==> src/rtl/rfill_pkg.sv <==
package rfill_pkg;

  localparam logic [31:0] FILL_OPCODE = 32'h0000_0411;
  localparam int COORD_W = 12;
  localparam int NUM_SLOTS = 5;

  typedef enum logic [2:0] {
    ST_IDLE, ST_FETCH, ST_SETUP, ST_CHECK, ST_FILL, ST_DONE
  } ctl_state_t;

  // strobes from control to datapath
  typedef struct packed {
    logic       capture;
    logic [2:0] slot;
    logic       latchGeom;
    logic       growX;
    logic       growY;
    logic       loadCursor;
    logic       stepPix;
  } dp_ctl_t;

  // status from datapath to control
  typedef struct packed {
    logic matched;
    logic colEmpty;
    logic rowEmpty;
    logic lastPix;
  } dp_stat_t;

  // slot number -> packet word index
  function automatic logic [2:0] slot_word(input logic [2:0] idx);
    case (idx)
      3'd0:    return 3'd0;
      3'd1:    return 3'd4;
      3'd2:    return 3'd5;
      3'd3:    return 3'd6;
      default: return 3'd7;
    endcase
  endfunction

  // three-level grey from one attribute byte
  function automatic logic [7:0] grey_level(input logic [7:0] sel);
    if (sel == 8'd0)      return 8'h00;
    else if (sel == 8'd7) return 8'hC0;
    else                  return 8'hFF;
  endfunction

endpackage

==> src/rtl/rfill_ctl.sv <==
module rfill_ctl
  import rfill_pkg::*;
(
  input  logic       clk,
  input  logic       rst,
  input  logic       start,
  input  dp_stat_t   stat,
  output dp_ctl_t    ctl,
  output logic       pktRdEn,
  output logic [2:0] pktRdAddr,
  output logic       busy,
  output logic       done
);

  localparam logic [2:0] LAST_FETCH = 3'(NUM_SLOTS);

  ctl_state_t state;
  logic [2:0] fetchIdx;
  logic       fillable;

  assign fillable = stat.matched && !stat.colEmpty && !stat.rowEmpty;

  always_ff @(posedge clk) begin
    if (rst) begin
      state    <= ST_IDLE;
      fetchIdx <= '0;
    end else begin
      case (state)
        ST_IDLE: if (start) begin
          state    <= ST_FETCH;
          fetchIdx <= '0;
        end
        ST_FETCH: begin
          fetchIdx <= fetchIdx + 3'd1;
          if (fetchIdx == LAST_FETCH) state <= ST_SETUP;
        end
        ST_SETUP: state <= ST_CHECK;
        ST_CHECK: state <= fillable ? ST_FILL : ST_DONE;
        ST_FILL:  if (stat.lastPix) state <= ST_DONE;
        ST_DONE:  state <= ST_IDLE;
        default:  state <= ST_IDLE;
      endcase
    end
  end

  always_comb begin
    pktRdEn        = (state == ST_FETCH) && (fetchIdx < LAST_FETCH);
    pktRdAddr      = slot_word(fetchIdx);
    ctl            = '0;
    ctl.capture    = (state == ST_FETCH) && (fetchIdx != 3'd0);
    ctl.slot       = fetchIdx - 3'd1;
    ctl.latchGeom  = (state == ST_SETUP);
    ctl.growX      = (state == ST_CHECK) && stat.matched;
    ctl.growY      = (state == ST_CHECK) && fillable;
    ctl.loadCursor = (state == ST_CHECK) && fillable;
    ctl.stepPix    = (state == ST_FILL);
    busy           = (state != ST_IDLE) && (state != ST_DONE);
    done           = (state == ST_DONE);
  end

  // completion is a single-cycle pulse
  assert_done_pulse_R12: assert property (@(posedge clk) disable iff (rst)
    done |=> !done) else $error("done held longer than one cycle");

  // done never coincides with busy
  assert_done_not_busy_R12: assert property (@(posedge clk) disable iff (rst)
    done |-> !busy) else $error("done while busy");

  // a capture always follows a read strobe from the previous cycle
  assert_capture_after_read_R2: assert property (@(posedge clk) disable iff (rst)
    ctl.capture |-> $past(pktRdEn)) else $error("capture without read");

endmodule

==> src/rtl/rfill_dp.sv <==
module rfill_dp
  import rfill_pkg::*;
#(
  parameter int XSIZE     = 1280,
  parameter int FB_HEIGHT = 1024,
  parameter int ADDR_W    = 21
)(
  input  logic               clk,
  input  logic               rst,
  input  logic               pixDepth24,
  input  logic [31:0]        pktRdData,
  input  dp_ctl_t            ctl,
  output dp_stat_t           stat,
  output logic               fbWrEn,
  output logic [ADDR_W-1:0]  fbWrAddr,
  output logic [23:0]        fbWrData,
  output logic [COORD_W-1:0] dirtyXMin,
  output logic [COORD_W-1:0] dirtyXMax,
  output logic [COORD_W-1:0] dirtyYMin,
  output logic [COORD_W-1:0] dirtyYMax
);

  localparam logic [COORD_W-1:0] X_CAP = COORD_W'(XSIZE);
  localparam logic [COORD_W-1:0] Y_CAP = COORD_W'(FB_HEIGHT);
  localparam logic [ADDR_W-1:0]  ROW_STRIDE = ADDR_W'(XSIZE);

  logic [31:0] pktWord [NUM_SLOTS];

  // packet capture, one register per slot
  for (genvar s = 0; s < NUM_SLOTS; s++) begin : g_slot
    always_ff @(posedge clk) begin
      if (rst) pktWord[s] <= '0;
      else if (ctl.capture && ctl.slot == 3'(s)) pktWord[s] <= pktRdData;
    end
  end

  // decode
  logic [31:0] cmdW, lwW, attrW, cornA, cornB;
  logic [10:0] xA, xB;
  logic [9:0]  yA, yB;
  logic [COORD_W-1:0] xHiNext, yEndNext;
  logic [32:0] lwQuarter;
  logic [33:0] yEndWide;
  logic [23:0] fillNext;
  logic [7:0]  grey;

  always_comb begin
    cmdW  = pktWord[0];
    lwW   = pktWord[1];
    attrW = pktWord[2];
    cornA = pktWord[3] - lwW;
    cornB = pktWord[4] - lwW;
    xA = cornA[29:19];
    yA = cornA[12:3];
    xB = cornB[29:19];
    yB = cornB[12:3];
    if ((xB > xA) && (COORD_W'(xB - xA) > X_CAP)) xHiNext = X_CAP;
    else                                           xHiNext = COORD_W'(xB);
    lwQuarter = ({1'b0, lwW} + 33'd1) >> 2;
    yEndWide  = 34'(yB) + 34'(lwQuarter);
    if (yEndWide > 34'(FB_HEIGHT)) yEndNext = Y_CAP;
    else                           yEndNext = yEndWide[COORD_W-1:0];
    grey = grey_level(attrW[23:16]);
    fillNext = pixDepth24 ? {grey, grey, grey} : {16'h0000, attrW[7:0]};
  end

  // latched geometry
  logic [COORD_W-1:0] xLo, xHi, yLo, yHi;
  logic [23:0]        fillVal;
  logic               matched;

  always_ff @(posedge clk) begin
    if (rst) begin
      xLo <= '0; xHi <= '0; yLo <= '0; yHi <= '0;
      fillVal <= '0; matched <= 1'b0;
    end else if (ctl.latchGeom) begin
      xLo     <= COORD_W'(xA);
      xHi     <= xHiNext;
      yLo     <= COORD_W'(yA);
      yHi     <= yEndNext;
      fillVal <= fillNext;
      matched <= (cmdW == FILL_OPCODE);
    end
  end

  // pixel cursor
  logic [COORD_W-1:0] col, row;
  logic [ADDR_W-1:0]  rowBase;
  logic               lastCol, lastRow;

  assign lastCol = (col == xHi - COORD_W'(1));
  assign lastRow = (row == yHi - COORD_W'(1));

  always_ff @(posedge clk) begin
    if (rst) begin
      col <= '0; row <= '0; rowBase <= '0;
    end else if (ctl.loadCursor) begin
      col     <= xLo;
      row     <= yLo;
      rowBase <= ADDR_W'(yLo) * ROW_STRIDE;
    end else if (ctl.stepPix) begin
      if (lastCol) begin
        col     <= xLo;
        row     <= row + COORD_W'(1);
        rowBase <= rowBase + ROW_STRIDE;
      end else begin
        col <= col + COORD_W'(1);
      end
    end
  end

  // dirty box
  always_ff @(posedge clk) begin
    if (rst) begin
      dirtyXMin <= '1; dirtyXMax <= '0;
      dirtyYMin <= '1; dirtyYMax <= '0;
    end else begin
      if (ctl.growX) begin
        if (xLo < dirtyXMin) dirtyXMin <= xLo;
        if (xHi > dirtyXMax) dirtyXMax <= xHi;
      end
      if (ctl.growY) begin
        if (yLo < dirtyYMin) dirtyYMin <= yLo;
        if (yHi - COORD_W'(1) > dirtyYMax) dirtyYMax <= yHi - COORD_W'(1);
      end
    end
  end

  assign stat.matched  = matched;
  assign stat.colEmpty = (xHi <= xLo);
  assign stat.rowEmpty = (yHi <= yLo);
  assign stat.lastPix  = lastCol && lastRow;

  assign fbWrEn   = ctl.stepPix;
  assign fbWrAddr = rowBase + ADDR_W'(col);
  assign fbWrData = fillVal;

  // every written column lies in the span
  assert_col_in_span_R5: assert property (@(posedge clk) disable iff (rst)
    fbWrEn |-> (col >= xLo) && (col < xHi)) else $error("column outside span");

  // every written row lies below the capped end
  assert_row_in_span_R6: assert property (@(posedge clk) disable iff (rst)
    fbWrEn |-> (row >= yLo) && (row < yHi) && (row < Y_CAP)) else $error("row outside span");

  // consecutive writes within a row advance the address by one
  assert_addr_step_R9: assert property (@(posedge clk) disable iff (rst)
    (fbWrEn && $past(fbWrEn) && (col != xLo)) |-> (fbWrAddr == $past(fbWrAddr) + ADDR_W'(1)))
    else $error("address did not step");

  // the dirty box only grows
  assert_box_grows_R11: assert property (@(posedge clk) disable iff (rst)
    (dirtyXMin <= $past(dirtyXMin)) && (dirtyYMin <= $past(dirtyYMin)) &&
    (dirtyXMax >= $past(dirtyXMax)) && (dirtyYMax >= $past(dirtyYMax)))
    else $error("dirty box shrank");

endmodule

==> src/rtl/rect_fill_engine.sv <==
module rect_fill_engine
  import rfill_pkg::*;
#(
  parameter int XSIZE     = 1280,
  parameter int FB_HEIGHT = 1024,
  localparam int ADDR_W   = $clog2((FB_HEIGHT - 1) * XSIZE + 2048)
)(
  input  logic               clk,
  input  logic               rst,
  input  logic               start,
  input  logic               pixDepth24,
  output logic               pktRdEn,
  output logic [2:0]         pktRdAddr,
  input  logic [31:0]        pktRdData,
  output logic               fbWrEn,
  output logic [ADDR_W-1:0]  fbWrAddr,
  output logic [23:0]        fbWrData,
  output logic               busy,
  output logic               done,
  output logic [COORD_W-1:0] dirtyXMin,
  output logic [COORD_W-1:0] dirtyXMax,
  output logic [COORD_W-1:0] dirtyYMin,
  output logic [COORD_W-1:0] dirtyYMax
);

  dp_ctl_t  ctl;
  dp_stat_t stat;

  rfill_ctl u_ctl (
    .clk(clk), .rst(rst), .start(start), .stat(stat), .ctl(ctl),
    .pktRdEn(pktRdEn), .pktRdAddr(pktRdAddr), .busy(busy), .done(done)
  );

  rfill_dp #(.XSIZE(XSIZE), .FB_HEIGHT(FB_HEIGHT), .ADDR_W(ADDR_W)) u_dp (
    .clk(clk), .rst(rst), .pixDepth24(pixDepth24), .pktRdData(pktRdData),
    .ctl(ctl), .stat(stat), .fbWrEn(fbWrEn), .fbWrAddr(fbWrAddr),
    .fbWrData(fbWrData), .dirtyXMin(dirtyXMin), .dirtyXMax(dirtyXMax),
    .dirtyYMin(dirtyYMin), .dirtyYMax(dirtyYMax)
  );

endmodule

==> config.mk <==
export PLATFORM = sky130hd
export DESIGN_NAME = rect_fill_engine
export DESIGN_NICKNAME = d
export VERILOG_FILES = /design/src/rtl/rfill_pkg.sv /design/src/rtl/rfill_ctl.sv /design/src/rtl/rfill_dp.sv /design/src/rtl/rect_fill_engine.sv
export SDC_FILE = /design/constraint.sdc
export NUM_CORES = 1
export LEC_CHECK = 0
export ABC_AREA = 1
export BUFFER_PORTS_ARGS = -buffer_cell sky130_fd_sc_hd__buf_2
export CORE_MARGIN = 10
export CORE_UTILIZATION = 25
export DETAILED_ROUTE_END_ITERATION = 12
export SYNTH_ARGS = -nofsm -noshare
export SYNTH_HDL_FRONTEND = slang
export SYNTH_HIERARCHICAL = 1
export SYNTH_SLANG_ARGS = --single-unit
==> constraint.sdc <==
create_clock -name clk -period 6.15 [get_ports clk]
set_input_delay 1.23 -clock clk [delete_from_list [all_inputs] [get_ports clk]]
set_output_delay 1.23 -clock clk [all_outputs]
set_load 0.01 [all_outputs]
==> Word level (Yosys, flattened, before mapping) <==
Memories as Yosys holds them, arrays and structs flattened.
Cells that the tools add are included.
{ "classes": {"reduce_logical": 34, "multipliers": 1, "n_bitwise": 5, "n_mux": 44, "n_eq_ne": 21, "n_lt_le_gt_ge": 10, "add_sub_neg": 13} }
{ "ops": {"columns": ["op", "count"], "rows": [
  ["two-way mux 32 bit", 5],
  ["two-way mux 12 bit", 7],
  ["two-way mux 21 bit", 3],
  ["subtractor 30 bit", 2],
  ["greater-than comparator 34 x 11 -> 1 bit (second input constant)", 1],
  ["adder 32 x 1 -> 33 bit (second input constant)", 1],
  ["adder 10 x 31 -> 32 bit", 1],
  ["== test 32 x 11 -> 1 bit (second input constant)", 1],
  ["adder 12 x 1 -> 12 bit (second input constant)", 2],
  ["== test 12 bit", 2],
  ["greater-than comparator 12 bit", 2],
  ["two-way mux 24 bit", 1],
  ["subtractor 12 x 1 -> 12 bit (second input constant)", 2],
  ["adder 21 x 11 -> 21 bit (second input constant)", 1],
  ["adder 21 x 12 -> 21 bit", 1],
  ["== test 3 x 2 -> 1 bit (second input constant)", 6],
  ["two-way mux 1 bit", 18],
  ["one-hot mux 3 bit (5 select lines)", 1],
  ["logical AND 1 bit", 14],
  ["AND reduction 2 bit", 7],
  ["multiplier 10 x 3 -> 13 bit (second input constant)", 1],
  ["== test 3 bit (second input constant)", 4],
  ["greater-than comparator 12 x 11 -> 1 bit (second input constant)", 1],
  ["less-or-equal comparator 12 x 10 -> 1 bit", 1],
  ["other kinds (27)", 43]
]} }
{ "word_totals": {"n_memories": 1, "mem_bits_rw": 160, "wordCells": 145, "out_inout_bits": 100, "reg_bits": 169, "input_bits": 36} }
{ "memory_table": {"columns": ["name", "words", "width", "rd", "rd_clocked_by_memory_dff", "wr", "line", "rtl"], "rows": [
  ["u_dp.pktWord", 5, 32, 5, 0, 5, "rfill_dp.sv:27", "logic [31:0] pktWord [NUM_SLOTS];"]
]} }

==> Logic depth before layout (Yosys ltp) <==
Gate-level depths: netlist (run 1).
{ "logic_depth": {"depth_word": 7, "mapped_depth": 30, "mapped_depth_nobuf": 29} }

==> Modules after synthesis <==
The synthesis (run 1) kept the hierarchy.
{ "modules_own_cells": {"columns": ["module", "n_inst", "area_per_inst_um2", "seq_area_each_um2", "cells_per_inst"], "rows": [
  ["rfill_dp", 1, 19762.7, 6966.7, 2666],
  ["rfill_ctl", 1, 496.7, 120.1, 77]
]} }

==> Worst setup path before layout (run 1) <==
No wires, ideal clock.
{ "synth_path": {"path_type": "flip-flop to flip-flop", "start": "memory u_dp.pktWord[1][3]", "end": "register u_dp.xHi[10]", "t_arrival_ps": 4167, "period_less_slack_ps": 4276, "path_stages_with_launch": 27, "setup_time_ps": 109, "n_path_buf": 1, "required_time_ps": 6041, "path_slack_ps": 1874, "cell_sequence": "edfxtp_1 inv_1 ha_1 nand2_1 o21ai_0 a21oi_1 o21ai_0 a21oi_1 o21ai_0 nand3_1 nand2_1 nand2_1 and2_1 ha_1 inv_1 nor3_1 nand3_1 nand4_1 xor2_1 nand2_1 nor3b_1 nand2_1 nand3b_1 clkbuf_1 nand3_1 nand2_1 inv_1"} }
{ "synth_rtl": {"columns": ["item", "line", "rtl"], "rows": [
  ["from (decl)", "rfill_dp.sv:27", null],
  ["to (signal assigned)", "rfill_dp.sv:78", "xHi <= xHiNext;"],
  ["to (decl)", "rfill_dp.sv:68", "logic [COORD_W-1:0] xLo, xHi, yLo, yHi;"]
]} }

==> results.yml, run 1 <==
power_and_ir_drop:
  clkPwrFrac_pct: 35.8
  p_int_uw: 3888
  power_uw: 5889
  switching_share_pct: 33.97
  p_per_area_nw_per_um2: 255.4
  p_comb_share_pct: 26.3
  p_leak_uw: 0.01056
  switching_power_uw: 2001
  peakVddDrop_mv: 0.1401
  power.sequential.fraction_pct: 37.9
detailed_routing:
  drc: 0
  routed_wl_mm: 63.87
  vias: 18278
  viasPerCell: 4.660
  drt-pass1-iter-count: 5
  ant_nets: 0
  drt-initial-drc-count: 1293
  wl_per_cell_um: 16.28
die:
  core_area_sq_um: 80420
  io_pins: 136
  start_util_pct: 25.19
  die_y_um: 304.7
  dieArea_sq_um: 92820
  rows: 104
  die_w_um: 304.7
cts:
  clk_latency_ns: 0.56
  cts.sinks: 284
  tritoncts.num_buffers: 35
  htreeDepth: 2
  path_clk_slew_ns: 0.06
  cts_tree: "done"
  cts_max_path_buffers: 3
  hold_buffers: 0
  cts_root_buf: "clkbuf_16"
  post_cts_buffers: 0
  cts_resized: 0
grt:
  grt_overflow: 0
  antenna_found_initial: 0
  grt_pass1_wl_mm: 98.71
  grt_pass1_vias: 17266
  grtUsageTotal_pct: 13.21
  grt_max_degree: 75
synth:
  ys_seq_area_share_pct: 34.98
  async_flop_share_pct: 0
  ys_top_cells_by_area: "edfxtp_1, dfxtp_1, ha_1"
  synth.top_cells.by_count: "nand2_1, inv_1, nor2_1, a21oi_1, o21ai_0"
  synth-edff-count: 140
  synthCells: 2743
  synth_top_area_share_pct: 20.75
  synth_seq_cells: 284
  yosysTopAreaCell: "edfxtp_1"
  yosysMostFrequentCell: "nand2_1"
  synth.distinct_cells: 57
  synth_area_sq_um: 20260
  yosysWarnings: 6
  syn-num-nets: 2954
  avgSynthCellArea_sq_um: 7.386
  synthFlopType: "dfxtp_1"
place:
  dpl_cell_area_sq_um: 21900
  place_congestion: 0.9284
  post-place-cells: 3859
  port_buffers: 134
  place_hpwl_mm: 50.69
  dp_slack_ns: 0.9638
timing:
  drv_slew: 0
  rsz0062_at_grt: "no"
  fmax_mhz: 191.3
  fin_worst_skew_ns: 0.03608
  slew_headroom_pct: 33.83
  setup_violations: 0
  worst_pin_slew_ns: 0.9915
  final.min_clock_period_ns: 5.226
  finalHoldViolations: 0
  worst_slack_ns: 0.9239
  fin_setup_tns_ns: 0
  fin_crit_sh_pct: 84.98
worst_hold_path:
  hp-start: "u_dp/yHi[11]$_SDFFE_PP0P_"
  worstHoldPathType: "reg2reg"
critical_path:
  cp_max_fo: 11
  crit_start: "u_dp/pktWord[1][3]$_SDFFCE_PN0P_"
  cp-start-kind: "register"
  crit_type: "reg2reg"
  crit_arrival_ns: 5.69
  crit_path_end_kind: "register"
  timing.rr.start: "u_dp/pktWord[1][3]$_SDFFCE_PN0P_"
  required_ns: 6.61
finish:
  multi_input_area_sq_um: 11250
  final_area_sq_um: 23060
  fin_cells: 3922
  diodes: 0
  fill_cells: 8823
  ff_latch_area_sq_um: 7087
  syn_to_final_growth_pct: 13.82
  drive_above_1_share_pct: 9.853
  nets: 3047
flow_run:
  cap_viol_max_count: 0
outcome:
  status: "finished, final reports clean"
## cells in the final DEF, fill, tap and decap left out, types with 36 or more instances in the layout
| master | instances |
|---|---|
| a21oi_1 | 244 |
| dfxtp_1 | 144 |
| nand2_1 | 482 |
| buf_2 | 134 |
| inv_1 | 378 |
| nand4_1 | 38 |
| clkbuf_16 | 36 |
| edfxtp_1 | 140 |
| xor2_1 | 87 |
| nor2_1 | 363 |
| nand3_1 | 139 |
| o21ai_0 | 184 |
| ha_1 | 171 |
## critical path, stage by stage (launching register included)
cell and delay (ns):
edfxtp_1 0.37, inv_1 0.09, ha_1 0.35, nand2_1 0.06, o21ai_0 0.49, a21oi_1 0.23
o21ai_0 0.39, a21oi_1 0.16, o21ai_0 0.46, nand3_1 0.17, nand2_1 0.09, nand2_1 0.06
and2_1 0.15, ha_1 0.34, inv_1 0.08, nor3_1 0.23, nand3_1 0.10, nand4_1 0.14
a21oi_1 0.08, o21ai_0 0.17, nor3b_1 0.19, nand2_1 0.08, nand3b_1 0.33, nand3_1 0.16
a21oi_1 0.16
## final timing paths
kind	endpoint	slack (ns)	cells past startpoint
max	u_dp/xHi[5]$_SDFFE_PP0P_	0.92	24
min	u_dp/yHi[11]$_SDFFE_PP0P_	0.47	2
max reg2reg	u_dp/xHi[5]$_SDFFE_PP0P_	0.92	24
min reg2reg	u_dp/yHi[11]$_SDFFE_PP0P_	0.47	2
## metrics by stage
| stage | hold WS, ns | util, % |
|---|---|---|
| 2_1_floorplan | 0.4441 | - |
| 3_3_place_gp | 0.4554 | 27.24 |
| 3_5_place_dp | 0.4582 | 27.24 |
| 4_1_cts | 0.4686 | 28.68 |
| 5_1_grt | 0.4938 | 28.68 |
| 6_report | 0.4679 | 28.68 |
## logic make-up after synthesis
group,share of synthesized area (%)
AND/OR/NAND/NOR,24.99
adder cells (fa/ha/maj),10.96
AO/OA/AOI/OAI,14.80
other,0.01851
flip-flops,34.98
XOR/XNOR,4.755
buffers and inverters,9.505
## state kept, by name (all words and copies together), names as in the netlist, 10 cells and up
name / cells
u_dp/col: 12
u_dp/dirtyXMax: 11
u_dp/dirtyXMin: 12
u_dp/dirtyYMax: 12
u_dp/dirtyYMin: 11
u_dp/fbWrData: 10
u_dp/pktWord: 140
u_dp/row: 12
u_dp/rowBase: 13
u_dp/xHi: 11
u_dp/xLo: 11
u_dp/yHi: 12
u_dp/yLo: 10
## cell type report
cell class                 count  share of cell area, %
multi-input combinational   1978                  48.81
sequential                   284                  30.73
inverter                     389                  6.332
tap                         1060                  5.751
clock buffer                  43                  4.064
timing repair buffer         148                  3.364
clock inverter                20                 0.9495
## power by group through the flow
stage | clock, uW | combinational, uW | sequential [uW]
global route | 2240 | 1770 | 2250
CTS | 2170 | 1550 | 2230
detailed placement | 0 | 1540 | 2270
floorplan | 0 | 1160 | 2220
global placement | 0 | 1540 | 2270
finish | 2110 | 1550 | 2230
## per-layer routing
metal  vias up  GRT usage (%)  share of wire, %
li1       9298              -                 -
met1      8467          17.71                47
met2       438          21.49                45
met3        75          2.199               5.6
met4         0          3.843               2.3
met5         -              0                 0
No activity file was read; power rests on OpenSTA's default activity.
==> inputs of run 2 (changes only) <==
==> constraint.sdc (replaced) <==
create_clock -name clk -period 5.45 [get_ports clk]
set_input_delay 1.09 -clock clk [delete_from_list [all_inputs] [get_ports clk]]
set_output_delay 1.09 -clock clk [all_outputs]
set_load 0.01 [all_outputs]
==> results.yml, run 2 (synthesized netlist as in run 1, its figures left out) <==
power_and_ir_drop:
  switching_power_uw: 2216
  peakVddDrop_mv: 0.1401
  p_int_uw: 4345
  p_leak_uw: 0.01059
  clkPwrFrac_pct: 34.7
  power.sequential.fraction_pct: 38.4
  p_comb_share_pct: 26.9
  p_per_area_nw_per_um2: 284.4
  power_uw: 6562
  switching_share_pct: 33.78
detailed_routing:
  ant_nets: 0
  wl_per_cell_um: 16.59
  drc: 0
  viasPerCell: 4.711
  drt-initial-drc-count: 1315
  vias: 18497
  routed_wl_mm: 65.13
  drt-pass1-iter-count: 5
timing:
  rsz0062_at_grt: "no"
  finalHoldWorstSlack_ns: 0.4765
  drv_slew: 0
  slew_headroom_pct: 38.83
  fin_worst_skew_ns: 0.01227
  fin_setup_tns_ns: 0
  setup_violations: 0
  worst_pin_slew_ns: 0.9176
  finalHoldViolations: 0
  final.min_clock_period_ns: 4.896
  fin_crit_sh_pct: 89.84
  fmax_mhz: 204.2
critical_path:
  required_ns: 5.88
  rrSetupSlack_ns: 0.55
  worstRegToRegCells: 26
  cp_max_fo: 11
  crit_type: "reg2reg"
  cpPeakStageDelay_ns: 0.44
  crit_start: "u_dp/pktWord[1][1]$_SDFFCE_PN0P_"
  crit_path_end_kind: "register"
  r2r_end: "u_dp/yHi[10]$_SDFFE_PP0P_"
  critical_path_buf_inv_count: 4
  crit_slowest_cell: "o21ai_0"
  critPathTopFamily: "simple AND/OR/NAND/NOR gates"
  cp-start-kind: "register"
  timing.rr.start: "u_dp/pktWord[1][1]$_SDFFCE_PN0P_"
  crit_arrival_ns: 5.33
finish:
  largest_reg_flops: 140
  reg_top3: "u_dp/pktWord: 140 flops, u_dp/rowBase: 13 flops"
  diodes: 0
  drive_above_1_share_pct: 9.979
  syn_to_final_growth_pct: 13.87
  nets: 3054
  final_cell_mix: "nand2_1, inv_1, nor2_1"
  regMostFlops: "u_dp/pktWord"
  final_common_cell: "nand2_1"
cts:
  path_clk_slew_ns: 0.06
  clk_latency_ns: 0.54
  tritoncts.num_buffers: 34
  cts_root_buf: "clkbuf_16"
  cts.sinks: 284
  cts_max_path_buffers: 3
  htreeDepth: 2
  cts_tree: "done"
worst_hold_path:
  hold_depth: 2
  worstHoldPathType: "reg2reg"
  worst_hold_path.endpoint: "u_dp/yHi[11]$_SDFFE_PP0P_"
  hp-start: "u_dp/yHi[11]$_SDFFE_PP0P_"
grt:
  antenna_found_initial: 0
  grt_pass1_wl_mm: 100.2
  grt_overflow: 0
  grt_pass1_vias: 17525
  grt_max_degree: 75
  grtUsageTotal_pct: 13.42
flow_run:
  cap_viol_max_count: 0
die:
  start_util_pct: 25.19
  io_pins: 136
  core_area_sq_um: 80420
  die_y_um: 304.7
  die_w_um: 304.7
  dieArea_sq_um: 92820
  rows: 104
place:
  place_congestion: 0.9796
  place_hpwl_mm: 52.67
  port_buffers: 134
outcome:
  status: "finished, final reports clean"
==> run 2: cell count changes in the layout (fill, tap and decap cells not counted), moves of 2 or more <==
cell	previous run	this run
buf_4	14	22
nand2_1	482	484
clkinvlp_4	3	1
nand2_2	12	10
clkbuf_8	1	4
==> run 2: how the worst max path moves through the flow <==
| stage | end | cells after the start |
|---|---|---|
| after floorplan | u_dp/xHi[10]$_SDFFE_PP0P_ | 26 |
| after global placement | u_dp/xHi[10]$_SDFFE_PP0P_ | 26 |
| after detailed placement | u_dp/xHi[6]$_SDFFE_PP0P_ | 25 |
| after CTS | u_dp/xHi[6]$_SDFFE_PP0P_ | 25 |
| after global routing | u_dp/yHi[10]$_SDFFE_PP0P_ | 26 |
| final | u_dp/yHi[10]$_SDFFE_PP0P_ | 26 |
==> run 2: per-layer routing <==
| layer | GRT usage [%] | wire [um] |
|---|---|---|
| met5 | 0 | 0 |
| met4 | 3.490 | 1431 |
| met2 | 22.00 | 29390 |
| met3 | 1.978 | 3710 |
| met1 | 18.16 | 30610 |
==> run 2: what timing repair did <==
| item | in CTS | in global routing |
|---|---|---|
| setup endpoints to repair | 0 | 16 |
| gates resized for setup | 0 | 3 |
| hold buffers | 0 | 0 |
| buffers inserted | 0 | 0 |
==> run 2: per-stage QoR <==
step,setup WS [ns],cells,cell area (sq um),utilization [%]
final,0.5540,3926,23070,28.69
after global routing,0.1111,3926,23070,28.69
after CTS,0.1838,3926,23060,28.68
after detailed placement,0.2093,3867,21960,27.31
after global placement,0.2514,3867,21960,27.31
after floorplan,1.174,2743,20260,-
==> run 2: power by group through the flow <==
stage          clock (uW)  sequential (uW)  combinational, uW
6_report             2280             2520               1760
5_1_grt              2420             2530               2000
4_1_cts              2330             2520               1770
3_5_place_dp            0             2560               1760
3_3_place_gp            0             2560               1760
2_1_floorplan           0             2500               1310
==> run 2: area by class of cell <==
cell class | count | area [sq um]
Fill cell | 8885 | 57350
Multi-Input combinational cell | 1978 | 11260
Sequential cell | 284 | 7087
Inverter | 389 | 1460
Tap cell | 1060 | 1326
Clock buffer | 45 | 953.4
Timing Repair Buffer | 156 | 835.8
Clock inverter | 14 | 148.9
==> run 2: worst register-to-register path: stages (launching register included) <==
cell and delay [ns]:
edfxtp_1 0.37, inv_1 0.07, ha_1 0.27, nand2_1 0.06, nand2_1 0.09, a21o_1 0.15
a21oi_1 0.12, o21ai_0 0.44, nand2_1 0.14, o21ai_0 0.43, xor2_1 0.17, ha_1 0.38
inv_1 0.07, o21bai_1 0.17, a21boi_0 0.11, nand3_1 0.20, inv_1 0.13, nor2_1 0.33
nand3_1 0.14, nand3_1 0.09, nand3_1 0.08, nor2_1 0.12, nand2_1 0.09, nor2_4 0.30
nand3_1 0.15, nand2_1 0.08, inv_1 0.04
